`src/rtl/ocs_pkg.sv`:
```
package ocs_pkg;

   typedef enum logic [1:0] {
      OPM_RAM_RD    = 2'b00,
      OPM_ROM_RD    = 2'b01,
      OPM_RAM_WR    = 2'b10,
      OPM_RAM_WR_NC = 2'b11
   } opmode_e;

   typedef enum logic [2:0] {
      ST_CAL   = 3'd0,
      ST_DONE  = 3'd1,
      ST_IDLE  = 3'd2,
      ST_SLEEP = 3'd3,
      ST_BROWN = 3'd4
   } seq_state_e;

   localparam int NPATH = 2;

endpackage

```
`src/rtl/ocs_mode_dec.sv`:
```
module ocs_mode_dec
   import ocs_pkg::*;
(
   input  logic    wr_pin,
   input  logic    md_pin,
   input  logic    force_rd,
   output opmode_e op_mode,
   output logic    inhibit
);
   always_comb begin
      inhibit = wr_pin & md_pin;
      if (force_rd) op_mode = OPM_RAM_RD;
      else          op_mode = opmode_e'({wr_pin, md_pin});
   end
endmodule

```
`src/rtl/ocs_gain_path.sv`:
```
module ocs_gain_path #(
   parameter int CODE_W  = 4,
   parameter int DB_W    = 6,
   parameter int DB_TOP  = 14,
   parameter int DB_STEP = 2
) (
   input  logic                     [CODE_W-1:0] code_in,
   input  logic                                  force_max,
   input  logic                                  force_dflt,
   output logic                     [CODE_W-1:0] code_out,
   output logic signed              [DB_W-1:0]   db_out
);
   localparam logic [CODE_W-1:0] CODE_MAXG = '0;
   localparam logic [CODE_W-1:0] CODE_DFLT = CODE_W'((1 << (CODE_W - 1)) - 1);

   always_comb begin
      if (force_max)       code_out = CODE_MAXG;
      else if (force_dflt) code_out = CODE_DFLT;
      else                 code_out = code_in;
      db_out = DB_W'(DB_TOP - DB_STEP * int'(code_out));
   end
endmodule

```
`src/rtl/ocs_cal_fsm.sv`:
```
module ocs_cal_fsm
   import ocs_pkg::*;
#(
   parameter int CAL_CYCLES = 64
) (
   input  logic clk,
   input  logic rst_n,
   input  logic sleep_req,
   input  logic corr_req,
   input  logic sup_low,
   input  logic sup_high,
   input  logic temp_evt,
   input  logic inhibit,
   output logic calibrating,
   output logic done_pulse,
   output logic sleep_entry,
   output logic sleeping,
   output logic cal_req,
   output logic corrected
);
   localparam int                TMR_W    = $clog2(CAL_CYCLES + 1);
   localparam logic [TMR_W-1:0]  TMR_LAST = TMR_W'(CAL_CYCLES - 1);

   seq_state_e       state, nxt;
   logic [TMR_W-1:0] tmr;
   logic             was_sleep;
   logic             temp_pend;
   logic             start;

   always_comb begin
      nxt = state;
      unique case (state)
         ST_CAL: begin
            if (sup_low)              nxt = ST_BROWN;
            else if (sleep_req)       nxt = ST_SLEEP;
            else if (tmr == TMR_LAST) nxt = ST_DONE;
         end
         ST_DONE: begin
            if (sup_low)        nxt = ST_BROWN;
            else if (sleep_req) nxt = ST_SLEEP;
            else                nxt = ST_IDLE;
         end
         ST_IDLE: begin
            if (sup_low)        nxt = ST_BROWN;
            else if (sleep_req) nxt = ST_SLEEP;
            else if (corr_req)  nxt = ST_CAL;
         end
         ST_SLEEP: begin
            if (sup_low)         nxt = ST_BROWN;
            else if (!sleep_req) nxt = ST_CAL;
         end
         ST_BROWN: begin
            if (sup_high && !sup_low) nxt = sleep_req ? ST_SLEEP : ST_CAL;
         end
         default: nxt = ST_CAL;
      endcase
   end

   assign start = (nxt == ST_CAL) && (state != ST_CAL);

   always_ff @(posedge clk or negedge rst_n) begin
      if (!rst_n) begin
         state     <= ST_CAL;
         tmr       <= '0;
         was_sleep <= 1'b0;
         temp_pend <= 1'b0;
         corrected <= 1'b0;
      end else begin
         state     <= nxt;
         tmr       <= (state == ST_CAL && nxt == ST_CAL) ? tmr + 1'b1 : '0;
         was_sleep <= (state == ST_SLEEP);
         if (start)                              temp_pend <= 1'b0;
         else if (temp_evt && state != ST_CAL)   temp_pend <= 1'b1;
         if (inhibit)                                corrected <= 1'b0;
         else if (state == ST_CAL && nxt == ST_DONE) corrected <= 1'b1;
         else if (start || nxt == ST_BROWN)          corrected <= 1'b0;
      end
   end

   assign calibrating = (state == ST_CAL);
   assign done_pulse  = (state == ST_DONE);
   assign sleeping    = (state == ST_SLEEP);
   assign sleep_entry = (state == ST_SLEEP) && !was_sleep;
   assign cal_req     = calibrating | temp_pend;
endmodule

```
`src/rtl/ofs_cal_seq.sv`:
```
module ofs_cal_seq
   import ocs_pkg::*;
#(
   parameter int CODE_W     = 4,
   parameter int DB_W       = 6,
   parameter int DB_TOP     = 14,
   parameter int DB_STEP    = 2,
   parameter int CAL_CYCLES = 64
) (
   input  logic                     clk,
   input  logic                     rst_n,
   input  logic                     wr_pin,
   input  logic                     md_pin,
   input  logic                     sleep_bit,
   input  logic                     corr_bit,
   input  logic                     supply_low,
   input  logic                     supply_high,
   input  logic                     temp_evt,
   input  logic [CODE_W-1:0]        trk_code_in,
   input  logic [CODE_W-1:0]        foc_code_in,
   output logic [1:0]               op_mode,
   output logic [CODE_W-1:0]        trk_code,
   output logic [CODE_W-1:0]        foc_code,
   output logic signed [DB_W-1:0]   trk_db,
   output logic signed [DB_W-1:0]   foc_db,
   output logic                     calibrating,
   output logic                     cal_req,
   output logic                     corrected,
   output logic                     preset_all,
   output logic                     preset_gain
);
   localparam int DB_MIN = DB_TOP - DB_STEP * ((1 << CODE_W) - 1);

   if (CAL_CYCLES < 2) begin : g_bad_len
      $error("CAL_CYCLES must be at least 2");
   end
   if (CODE_W < 2) begin : g_bad_code
      $error("CODE_W must be at least 2");
   end
   if (DB_TOP >= (1 << (DB_W - 1)) || DB_MIN < -(1 << (DB_W - 1))) begin : g_bad_db
      $error("DB_W too narrow for the gain range");
   end

   opmode_e mode_e;
   logic    inhibit;
   logic    sleeping;

   ocs_mode_dec u_mode (
      .wr_pin   (wr_pin),
      .md_pin   (md_pin),
      .force_rd (calibrating),
      .op_mode  (mode_e),
      .inhibit  (inhibit)
   );
   assign op_mode = mode_e;

   ocs_cal_fsm #(.CAL_CYCLES(CAL_CYCLES)) u_fsm (
      .clk         (clk),
      .rst_n       (rst_n),
      .sleep_req   (sleep_bit),
      .corr_req    (corr_bit),
      .sup_low     (supply_low),
      .sup_high    (supply_high),
      .temp_evt    (temp_evt),
      .inhibit     (inhibit),
      .calibrating (calibrating),
      .done_pulse  (preset_all),
      .sleep_entry (preset_gain),
      .sleeping    (sleeping),
      .cal_req     (cal_req),
      .corrected   (corrected)
   );

   logic [CODE_W-1:0]      code_in_a  [NPATH];
   logic [CODE_W-1:0]      code_out_a [NPATH];
   logic signed [DB_W-1:0] db_a       [NPATH];

   assign code_in_a[0] = trk_code_in;
   assign code_in_a[1] = foc_code_in;

   for (genvar p = 0; p < NPATH; p++) begin : g_path
      ocs_gain_path #(
         .CODE_W (CODE_W),
         .DB_W   (DB_W),
         .DB_TOP (DB_TOP),
         .DB_STEP(DB_STEP)
      ) u_gain (
         .code_in    (code_in_a[p]),
         .force_max  (calibrating),
         .force_dflt (sleeping | preset_all),
         .code_out   (code_out_a[p]),
         .db_out     (db_a[p])
      );
   end

   assign trk_code = code_out_a[0];
   assign foc_code = code_out_a[1];
   assign trk_db   = db_a[0];
   assign foc_db   = db_a[1];
endmodule

```
`config.mk`:
```
export PLATFORM = sky130hd
export DESIGN_NAME = ofs_cal_seq
export DESIGN_NICKNAME = d
export VERILOG_FILES = /design/src/rtl/ocs_pkg.sv /design/src/rtl/ocs_mode_dec.sv /design/src/rtl/ocs_gain_path.sv /design/src/rtl/ocs_cal_fsm.sv /design/src/rtl/ofs_cal_seq.sv
export SDC_FILE = /design/constraint.sdc
export NUM_CORES = 1
export LEC_CHECK = 0
export BUFFER_PORTS_ARGS = -buffer_cell sky130_fd_sc_hd__buf_2
export CAP_MARGIN = 20
export CORE_UTILIZATION = 34
export DETAILED_ROUTE_END_ITERATION = 6
export MAX_ROUTING_LAYER = met4
export PLACE_DENSITY = 0.77
export SETUP_SLACK_MARGIN = 0.2
export SYNTH_ARGS = -nofsm -noshare
export SYNTH_HDL_FRONTEND = slang
export SYNTH_SLANG_ARGS = --single-unit
```
`constraint.sdc`:
```
create_clock -name clk -period 1.3 [get_ports clk]
set_input_delay 0.13 -clock clk [delete_from_list [all_inputs] [get_ports clk]]
set_output_delay 0.13 -clock clk [all_outputs]
set_load 0.02 [all_outputs]
```
## Word level (Yosys, flattened, before mapping)

Cells that the tools add are included.

| storage, ports and cells | value |
|---|---|
| bits in registers | 13 |
| input port bits | 17 |
| output and inout bits | 27 |
| logic and storage cells | 56 |

| operators by class | value |
|---|---|
| add/subtract/negate cells | 3 |
| equal/unequal tests | 7 |
| muxes and demuxes | 24 |
| bitwise operators | 3 |
| reductions and logical operators | 14 |

Operator list:

| cell | number |
|---|---|
| $mux W3 | 10 |
| $mux W4 | 4 |
| $pmux W3 S5 | 1 |
| $sub A4 B5 Y6 const A | 2 |
| $add A7 B1 Y7 const B | 1 |
| $eq A7 B6 Y1 const B | 1 |
| $mux W7 | 1 |
| $eq A3 B1 Y1 const B | 2 |
| $eq A3 B2 Y1 const B | 2 |
| $eq A3 B3 Y1 const B | 2 |
| $logic_and A1 B1 Y1 | 6 |
| $logic_not A3 Y1 | 2 |
| $mux W1 | 6 |
| $reduce_bool A3 Y1 | 2 |
| $mux W2 | 2 |
| $logic_not A1 Y1 | 2 |
| $or A1 B1 Y1 | 2 |
| $reduce_bool A2 Y1 | 1 |
| $and A1 B1 Y1 | 1 |
| $logic_or A1 B1 Y1 | 1 |

## Depth between registers and ports, before layout

Gate-level depths: netlist of the first run.

| logic depth | value |
|---|---|
| depth after elaboration | 11 |
| depth in mapped cells | 5 |
| depth with buffers taken out | 5 |

## By module

From an unflattened synthesis of the first run, not the netlist that was laid out.

| second synthesis, totals | value |
|---|---|
| cells, all modules | 94 |
| area total of the unflattened synthesis | 857.1 sq um |

Modules (own cells, without submodules):

| module | times used | cells each | area an instance (sq um) | seq. area each (sq um) |
|---|---|---|---|---|
| ocs_cal_fsm | 1 | 68 | 659.4 | 325.3 |
| ocs_gain_path | 2 | 11 | 86.3 | 0.0 |
| ocs_mode_dec | 1 | 3 | 18.8 | 0.0 |
| ofs_cal_seq | 1 | 1 | 6.3 | 0.0 |

## Worst setup path before layout of the first run

No wires, ideal clock.

| path | value |
|---|---|
| path type | reg2out |
| from | register u_fsm.state[2] |
| to | output foc_code[0] |
| arrival time | 1352 ps |
| data required time | 1170 ps |
| path slack | -182 ps |
| cell stages (with the launch flop) | 5 |
| path buffers | 1 |
| path through | dfrtp_1 -> clkbuf_1 -> nor2_1 -> a21oi_1 -> inv_1 |

| between the ends | value |
|---|---|
| longest elaborated chain between the ends | 4 |
| elaborated cells on any way between the ends | 6 |
| those cells by class | eq/ne: 2; mux: 2; bitwise: 1; reduce/logical: 1 |

Ends and longest elaborated chain:

| element | RTL line | text |
|---|---|---|
| start, declared | ocs_cal_fsm.sv:24 | `seq_state_e state, nxt;` |
| start signal, assigned | ocs_cal_fsm.sv:69 | `state <= nxt;` |
| $eq A3 B2 Y1 / $eq A3 B1 Y1 (equally long branches) | ocs_cal_fsm.sv:82, ocs_cal_fsm.sv:81 |  |
| $or A1 B1 Y1 | ofs_cal_seq.sv:90 | `.force_dflt (sleeping \| preset_all),` |
| $mux W4 | ocs_gain_path.sv:18 | `else if (force_dflt) code_out = CODE_DFLT;` |
| $mux W4 * | ocs_gain_path.sv:17 | `if (force_max) code_out = CODE_MAXG;` |
| end, declared | ofs_cal_seq.sv:23 | `output logic [CODE_W-1:0] foc_code,` |

Mark *: on every way between the ends. The rest lies on a longest branch, timed or not.

## Final worst setup path of the first run

| path | value |
|---|---|
| from | register u_fsm.state[2] |
| to | output op_mode[1] |

| between the ends | value |
|---|---|
| longest elaborated chain between the ends | 2 |

Ends and longest elaborated chain:

| element | RTL line | text |
|---|---|---|
| $logic_not A3 Y1 | ocs_cal_fsm.sv:80 | `assign calibrating = (state == ST_CAL);` |
| $mux W2 | ocs_mode_dec.sv:12 | `if (force_rd) op_mode = OPM_RAM_RD;` |
| end, declared | ofs_cal_seq.sv:21 | `output logic [1:0] op_mode,` |

No other way between the ends.

==> results.ini, run 1 <==
[sta]
layout_setup_ws_ns = -0.286
skew_ns = 0.00780
clock.fmax_mhz = 630
post-route-period-util_pct = 122
rsz0062_at_grt = yes
setup_viol = 30
slew_viol_final = 0
fin_tns_setup_ns = -6.35
hold_viol = 0
layout_min_cycle_time_ns = 1.59

[cts]
cts_buffer_depth = 2
worstSkewPairLatency_ns = 0.29
path_clk_slew_ns = 0.08
clock-root-buffer = clkbuf_4
cts_max_level = 1
cts_tree = built
cts_buffers = 3
cts.sinks = 13

[yosys]
synth_common_cells = 13 x a21oi_1, 13 x dfrtp_1, 13 x inv_1
synthAdderAreaFrac_pct = 1.52
synth_simple_gate_area_share_pct = 21.2
ys_warn_count = 0
synth_compound_area_share_pct = 18.9
synth_largest_area_cell = dfrtp_1
synthCells = 98
synth_xor_area_share_pct = 4.24
synth_top_area_share_pct = 39.4
yosysSeqAreaShare_pct = 39.4
synth_top_family_by_area = simple AND/OR/NAND/NOR gates
synthMuxAreaShare_pct = 0
syn_area_sq_um = 826
ys_types = 34
ys_ff_latch = 13
ys_dominant_reg_cell = dfrtp_1
avgSynthCellArea_sq_um = 8.43
ys_top_cells_by_area = dfrtp_1 39%, a21oi_1 7.9%, inv_1 5.9%
synth-edff-count = 0
ys_async_sr_fraction_pct = 100

[floorplan]
die_area_sq_um = 2630
initial_core_util_pct = 36.6
die_h_um = 51.3
rows = 17
coreArea_sq_um = 2250
die_w_um = 51.3
top_level_ports = 44

[route]
drt-total-wl_um = 2310
drc_errors = 0
postRouteAntennaNets = 0
drt_iter0_drc = 8
wl_per_cell_um = 12.9
vias_per_cell = 4.84
dr.pass1.iters = 3
num_vias = 872

[setup_path]
endpoint_kind = output pin
critPathMaxStageDelay_ns = 0.46
cp-start-kind = register
cp_data_arrival_time_ns = 1.46
r2r_cells = 6
path_cells = or3_4 -> and2_4 -> buf_6
crit_type = register to output pin
cp.required_ns = 1.17
slowest_stage = or3_4
path_max_fanout = 6

[outcome]
violations = setup timing
status = finished with violations

[pwr]
ir_drop_uv = 905
p_per_area_nw_per_um2 = 1030
power.leakage_nw = 0.712

[hold_path]
worstHoldPathCells = 2
hold_path.class = input port to register

[place]
io_buffers = 41
place_hpwl_um = 1560
routabilityCongestion = 0.791

[layout]
fin_util_pct = 65.8
multi_input_area_sq_um = 592
drive_above_1_share_pct = 65.1
num-fill-cells = 183
diodes = 0
area_delta_synth_final_pct = 79.5
layout.nets = 171
seqCellArea_sq_um = 325

[grt]
grt_overflow = 0
track_usage_pct = 18.8
grt_pass1_wl_um = 3490
antenna_found_initial = 0
first_global_vias = 872
grt_max_degree = 14

[flow_run]
cap_viol_max_count = 0

[path summary, 6_finish.rpt]
check                                             from                     endpoint  slack, ns
max reg2reg                   u_fsm.state[2]$_DFF_PN0_       u_fsm.tmr[5]$_DFF_PN0_      -0.21
min reg2reg                u_fsm.temp_pend$_DFFE_PN0P_  u_fsm.temp_pend$_DFFE_PN0P_       0.54
min in group asynchronous                        rst_n       u_fsm.tmr[3]$_DFF_PN0_       0.25
max in group asynchronous                        rst_n  u_fsm.temp_pend$_DFFE_PN0P_       0.81
min                                             md_pin  u_fsm.corrected$_DFFE_PN0P_       0.04
max                           u_fsm.state[2]$_DFF_PN0_                   op_mode[1]      -0.29
[cells in the final DEF (no fill, tap or decap), drive strengths merged, types with 2 or more instances in the layout]
master,synthesis,layout
dfrtp,13,13
xor2,2,2
clkinv,1,2
inv,13,12
xnor2,2,2
nor3,3,3
conb,1,2
nor2,10,10
a21oi,13,13
buf,7,56
nor2b,2,2
o21ai,4,4
and2,2,2
and3,4,4
nand3,3,3
clkbuf,1,3
nand2,3,3
[per-layer routing]
layer	part of all wire [%]	routed length [um]	GRT usage, %
met1	38	883	17.6
met2	55	1260	36.4
met3	5.4	126	2.98
met4	1.7	40	9.46
met5	0	0	-
[sequential cells by signal (all words and copies together) (netlist names)]
name and count:
u_fsm.state 3, u_fsm.corrected 1, u_fsm.tmr 7, u_fsm.was_sleep 1, u_fsm.temp_pend 1
[logic make-up after synthesis]
group / after synthesis
other: 1
and+or+nand+nor: 32
AOI/OAI and AO/OA: 25
DFF: 13
buffers and inverters: 22
adders and majority gates: 1
xor gates and xnor gates: 4
[what timing repair did]
| action | CTS | global route |
|---|---|---|
| endpoints found under the setup margin | 35 | 36 |
| hold buffers | 1 | 0 |
| buffers inserted | 4 | 1 |
| pin swaps | 9 | 3 |
| cloned | 0 | 0 |
| gates resized for setup | 39 | 11 |
| hold endpoints to repair | 13 | 0 |
[final cells by class]
class	instances	share of cell area [%]
clock buffers	3	1.52
clock inverters	1	0.338
inverters	14	4.14
multi-input cells	64	39.9
flip-flops and latches	13	21.9
well taps	28	2.36
repair buffers	57	29.8
[critical path, delay by kind of cell (launching register included)]
| kind | cells | cell delay [ns] |
|---|---|---|
| flip-flops | 1 | 0.42 |
| AND/OR/NAND/NOR | 2 | 0.63 |
| buffers and inverters | 1 | 0.12 |
[per-stage QoR]
step	setup slack, ns	power, mW	std cells	hold slack [ns]	instance area [sq um]
final	-0.286	1.53	180	0.0402	1480
after global routing	-0.316	1.60	180	0.0362	1480
after CTS	-0.261	1.49	179	0.0368	1430
after detailed placement	-0.0133	1.09	170	0.0327	1240
after global placement	0.00652	1.07	170	0.0273	1240
after floorplan	0.0199	0.907	99	-0.166	977
[report_power, final]
group          switching (mW)  internal [mW]
registers              0.0197          0.428
logic                   0.457          0.368
clock network           0.142          0.115
total                   0.619          0.911
Note: power is estimated with default switching activity, not from simulation.
==> run 2: changes to the inputs <==
Settings changed: CORE_UTILIZATION 34 to 39, PLACE_DENSITY 0.77 to 0.74, RECOVER_POWER set to 100.
==> results.ini, run 2 (same netlist as run 1, synthesis figures left out) <==
[grt]
antenna_found_initial = 0  ; unchanged
grt_max_degree = 14  ; unchanged
first_global_vias = 923  ; was 872
grt_pass1_wl_um = 3970  ; was 3490 um
track_usage_pct = 27.1  ; was 18.8%
grt_overflow = 0  ; unchanged

[setup_path]
crit_end = op_mode[0]  ; was op_mode[1]
path_max_fanout = 6  ; unchanged
cp.required_ns = 1.17  ; about the same
endpoint_kind = output pin  ; unchanged
cp_data_arrival_time_ns = 1.42  ; was 1.46 ns
crit_type = register to output pin  ; unchanged
regToRegStartpoint = u_fsm.state[1]$_DFF_PN0_  ; was u_fsm.state[2]$_DFF_PN0_
crit_path_start = u_fsm.state[1]$_DFF_PN0_  ; was u_fsm.state[2]$_DFF_PN0_
rrSetupSlack_ns = -0.12  ; was -0.21 ns
r2r-end = u_fsm.tmr[3]$_DFF_PN0_  ; was u_fsm.tmr[5]$_DFF_PN0_
r2r_cells = 5  ; was 6
cp-start-kind = register  ; unchanged

[sta]
fin_hold_ws_ns = 0.0497  ; was 0.0402 ns
fin_tns_setup_ns = -4.90  ; was -6.35 ns
hold_viol = 0  ; unchanged
layout_setup_ws_ns = -0.249  ; was -0.286 ns
skew_ns = 0.00585  ; was 0.00780 ns
clock.fmax_mhz = 646  ; was 630 MHz
setup_viol = 30  ; unchanged
worst_pin_slew_ns = 0.752
rsz0062_at_grt = yes  ; unchanged
layout_min_cycle_time_ns = 1.55  ; was 1.59 ns
slew_viol_final = 0  ; unchanged
post-route-period-util_pct = 119  ; was 122%
maxSlewHeadroom_pct = 49.9

[cts]
cts.sinks = 13  ; unchanged
worstSkewPairLatency_ns = 0.28  ; was 0.29 ns
cts_tree = built  ; unchanged
cts_buffer_depth = 2  ; unchanged
cts_buffers = 3  ; unchanged
clock-root-buffer = clkbuf_4  ; unchanged
path_clk_slew_ns = 0.08  ; about the same
cts_max_level = 1  ; unchanged

[route]
drc_errors = 0  ; unchanged
vias_per_cell = 5.14  ; was 4.84
drt_iter0_drc = 16  ; was 8
num_vias = 931  ; was 872
dr.pass1.iters = 4  ; was 3
drt-total-wl_um = 2850  ; was 2310 um
postRouteAntennaNets = 0  ; unchanged
wl_per_cell_um = 15.8  ; was 12.9 um

[layout]
diodes = 0  ; unchanged
layout.nets = 173  ; was 171
layout_common_cells = 25 x buf_6, 15 x buf_2, 14 x buf_4, 12 x dfrtp_1  ; was 23 x buf_2, 17 x buf_4, 15 x buf_6, 13 x dfrtp_1
drive_above_1_share_pct = 64.3  ; was 65.1%
largest_reg_flops = 7  ; unchanged
final_common_cell = buf_6  ; was buf_2
num-fill-cells = 122  ; was 183
area_delta_synth_final_pct = 87.0  ; was 79.5%
regMostFlops = u_fsm.tmr  ; unchanged
top_regs = u_fsm.tmr: 7 flops, u_fsm.state: 3 flops  ; unchanged

[floorplan]
top_level_ports = 44  ; unchanged
coreArea_sq_um = 1980  ; was 2250 sq um
initial_core_util_pct = 41.7  ; was 36.6%
die_area_sq_um = 2310  ; was 2630 sq um
rows = 16  ; was 17
die_w_um = 48.0  ; was 51.3 um
die_h_um = 48.0  ; was 51.3 um

[pwr]
seq_power_share_pct = 27.8  ; was 29.3%
switchingPower_uw = 645  ; was 619 uW
combPwrFrac_pct = 56.3  ; was 53.9%
p_clk_share_pct = 15.9  ; was 16.8%
ir_drop_uv = 681  ; was 905 uV
power.leakage_nw = 0.738  ; was 0.712 nW
p_per_area_nw_per_um2 = 1050  ; was 1030 nW/um^2
p_sw_share_pct = 39.8  ; was 40.5%
internal-power_uw = 976  ; was 911 uW

[hold_path]
hold_path.class = input port to register  ; unchanged
worstHoldPathCells = 2  ; unchanged

[place]
place_hpwl_um = 1710  ; was 1560 um
io_buffers = 41  ; unchanged
routabilityCongestion = 0.847  ; was 0.791

[outcome]
status = finished with violations  ; unchanged
violations = setup timing  ; unchanged

[flow_run]
cap_viol_max_count = 0  ; unchanged

[run 2: power by group through the flow]
stage | clock network [mW] | registers (mW) | logic (mW)
2_1_floorplan | 0 | 0.451 | 0.456
3_3_place_gp | 0 | 0.452 | 0.620
3_5_place_dp | 0 | 0.453 | 0.637
4_1_cts | 0.259 | 0.447 | 0.862
5_1_grt | 0.281 | 0.453 | 0.975
6_report | 0.258 | 0.450 | 0.913
[run 2: metal layers]
layer	share of wire, %	global-route usage, %	vias to the layer above
met3	2.9	4.53	9
met5	0	-	-
met4	2.8	14.4	0
li1	-	-	435
met1	36	26.0	456
met2	58	50.5	31
[run 2: timing repair]
item                                    4_1_cts  5_1_grt
setup buffers                                 7        2
hold endpoints to repair                     13        0
resized for setup                            59       10
hold buffers                                  1        0
endpoints found under the setup margin       35       36
pin swaps                                     9        4
[run 2: how the worst min path moves through the flow]
stage / startpoint / slack, ns / end
after global placement: rst_n / 0.03 / u_fsm.corrected$_DFFE_PN0P_
after CTS: wr_pin / 0.04 / u_fsm.corrected$_DFFE_PN0P_
after floorplan: rst_n / -0.17 / u_fsm.corrected$_DFFE_PN0P_
final: md_pin / 0.05 / u_fsm.corrected$_DFFE_PN0P_
after global routing: md_pin / 0.05 / u_fsm.corrected$_DFFE_PN0P_
after detailed placement: rst_n / 0.04 / u_fsm.was_sleep$_DFF_PN0_
[run 2: worst max-delay path: stages (launching register included)]
cell	delay (ns)
dfrtp_1	0.41
or3_4	0.45
and2_4	0.16
buf_6	0.12
[run 2: through the flow]
step | instances | setup WS [ns] | utilization, % | power, mW | cell area (sq um)
3_3_place_gp | 167 | 0.0152 | 61.6 | 1.07 | 1220
3_5_place_dp | 167 | -0.0212 | 61.6 | 1.09 | 1220
4_1_cts | 179 | -0.248 | 75.8 | 1.57 | 1500
5_1_grt | 181 | -0.300 | 77.9 | 1.71 | 1540
2_1_floorplan | 99 | 0.0199 | - | 0.907 | 977
6_report | 181 | -0.249 | 77.9 | 1.62 | 1540
[run 2: layout make-up]
type / count / area, sq um / area share, %
flip-flops and latches: 13 / 327 / 21.2
clock buffers: 4 / 26.3 / 1.70
repair buffers: 59 / 507 / 32.8
multi-input cells: 64 / 593 / 38.4
inverters: 14 / 57.6 / 3.73
well taps: 27 / 33.8 / 2.19
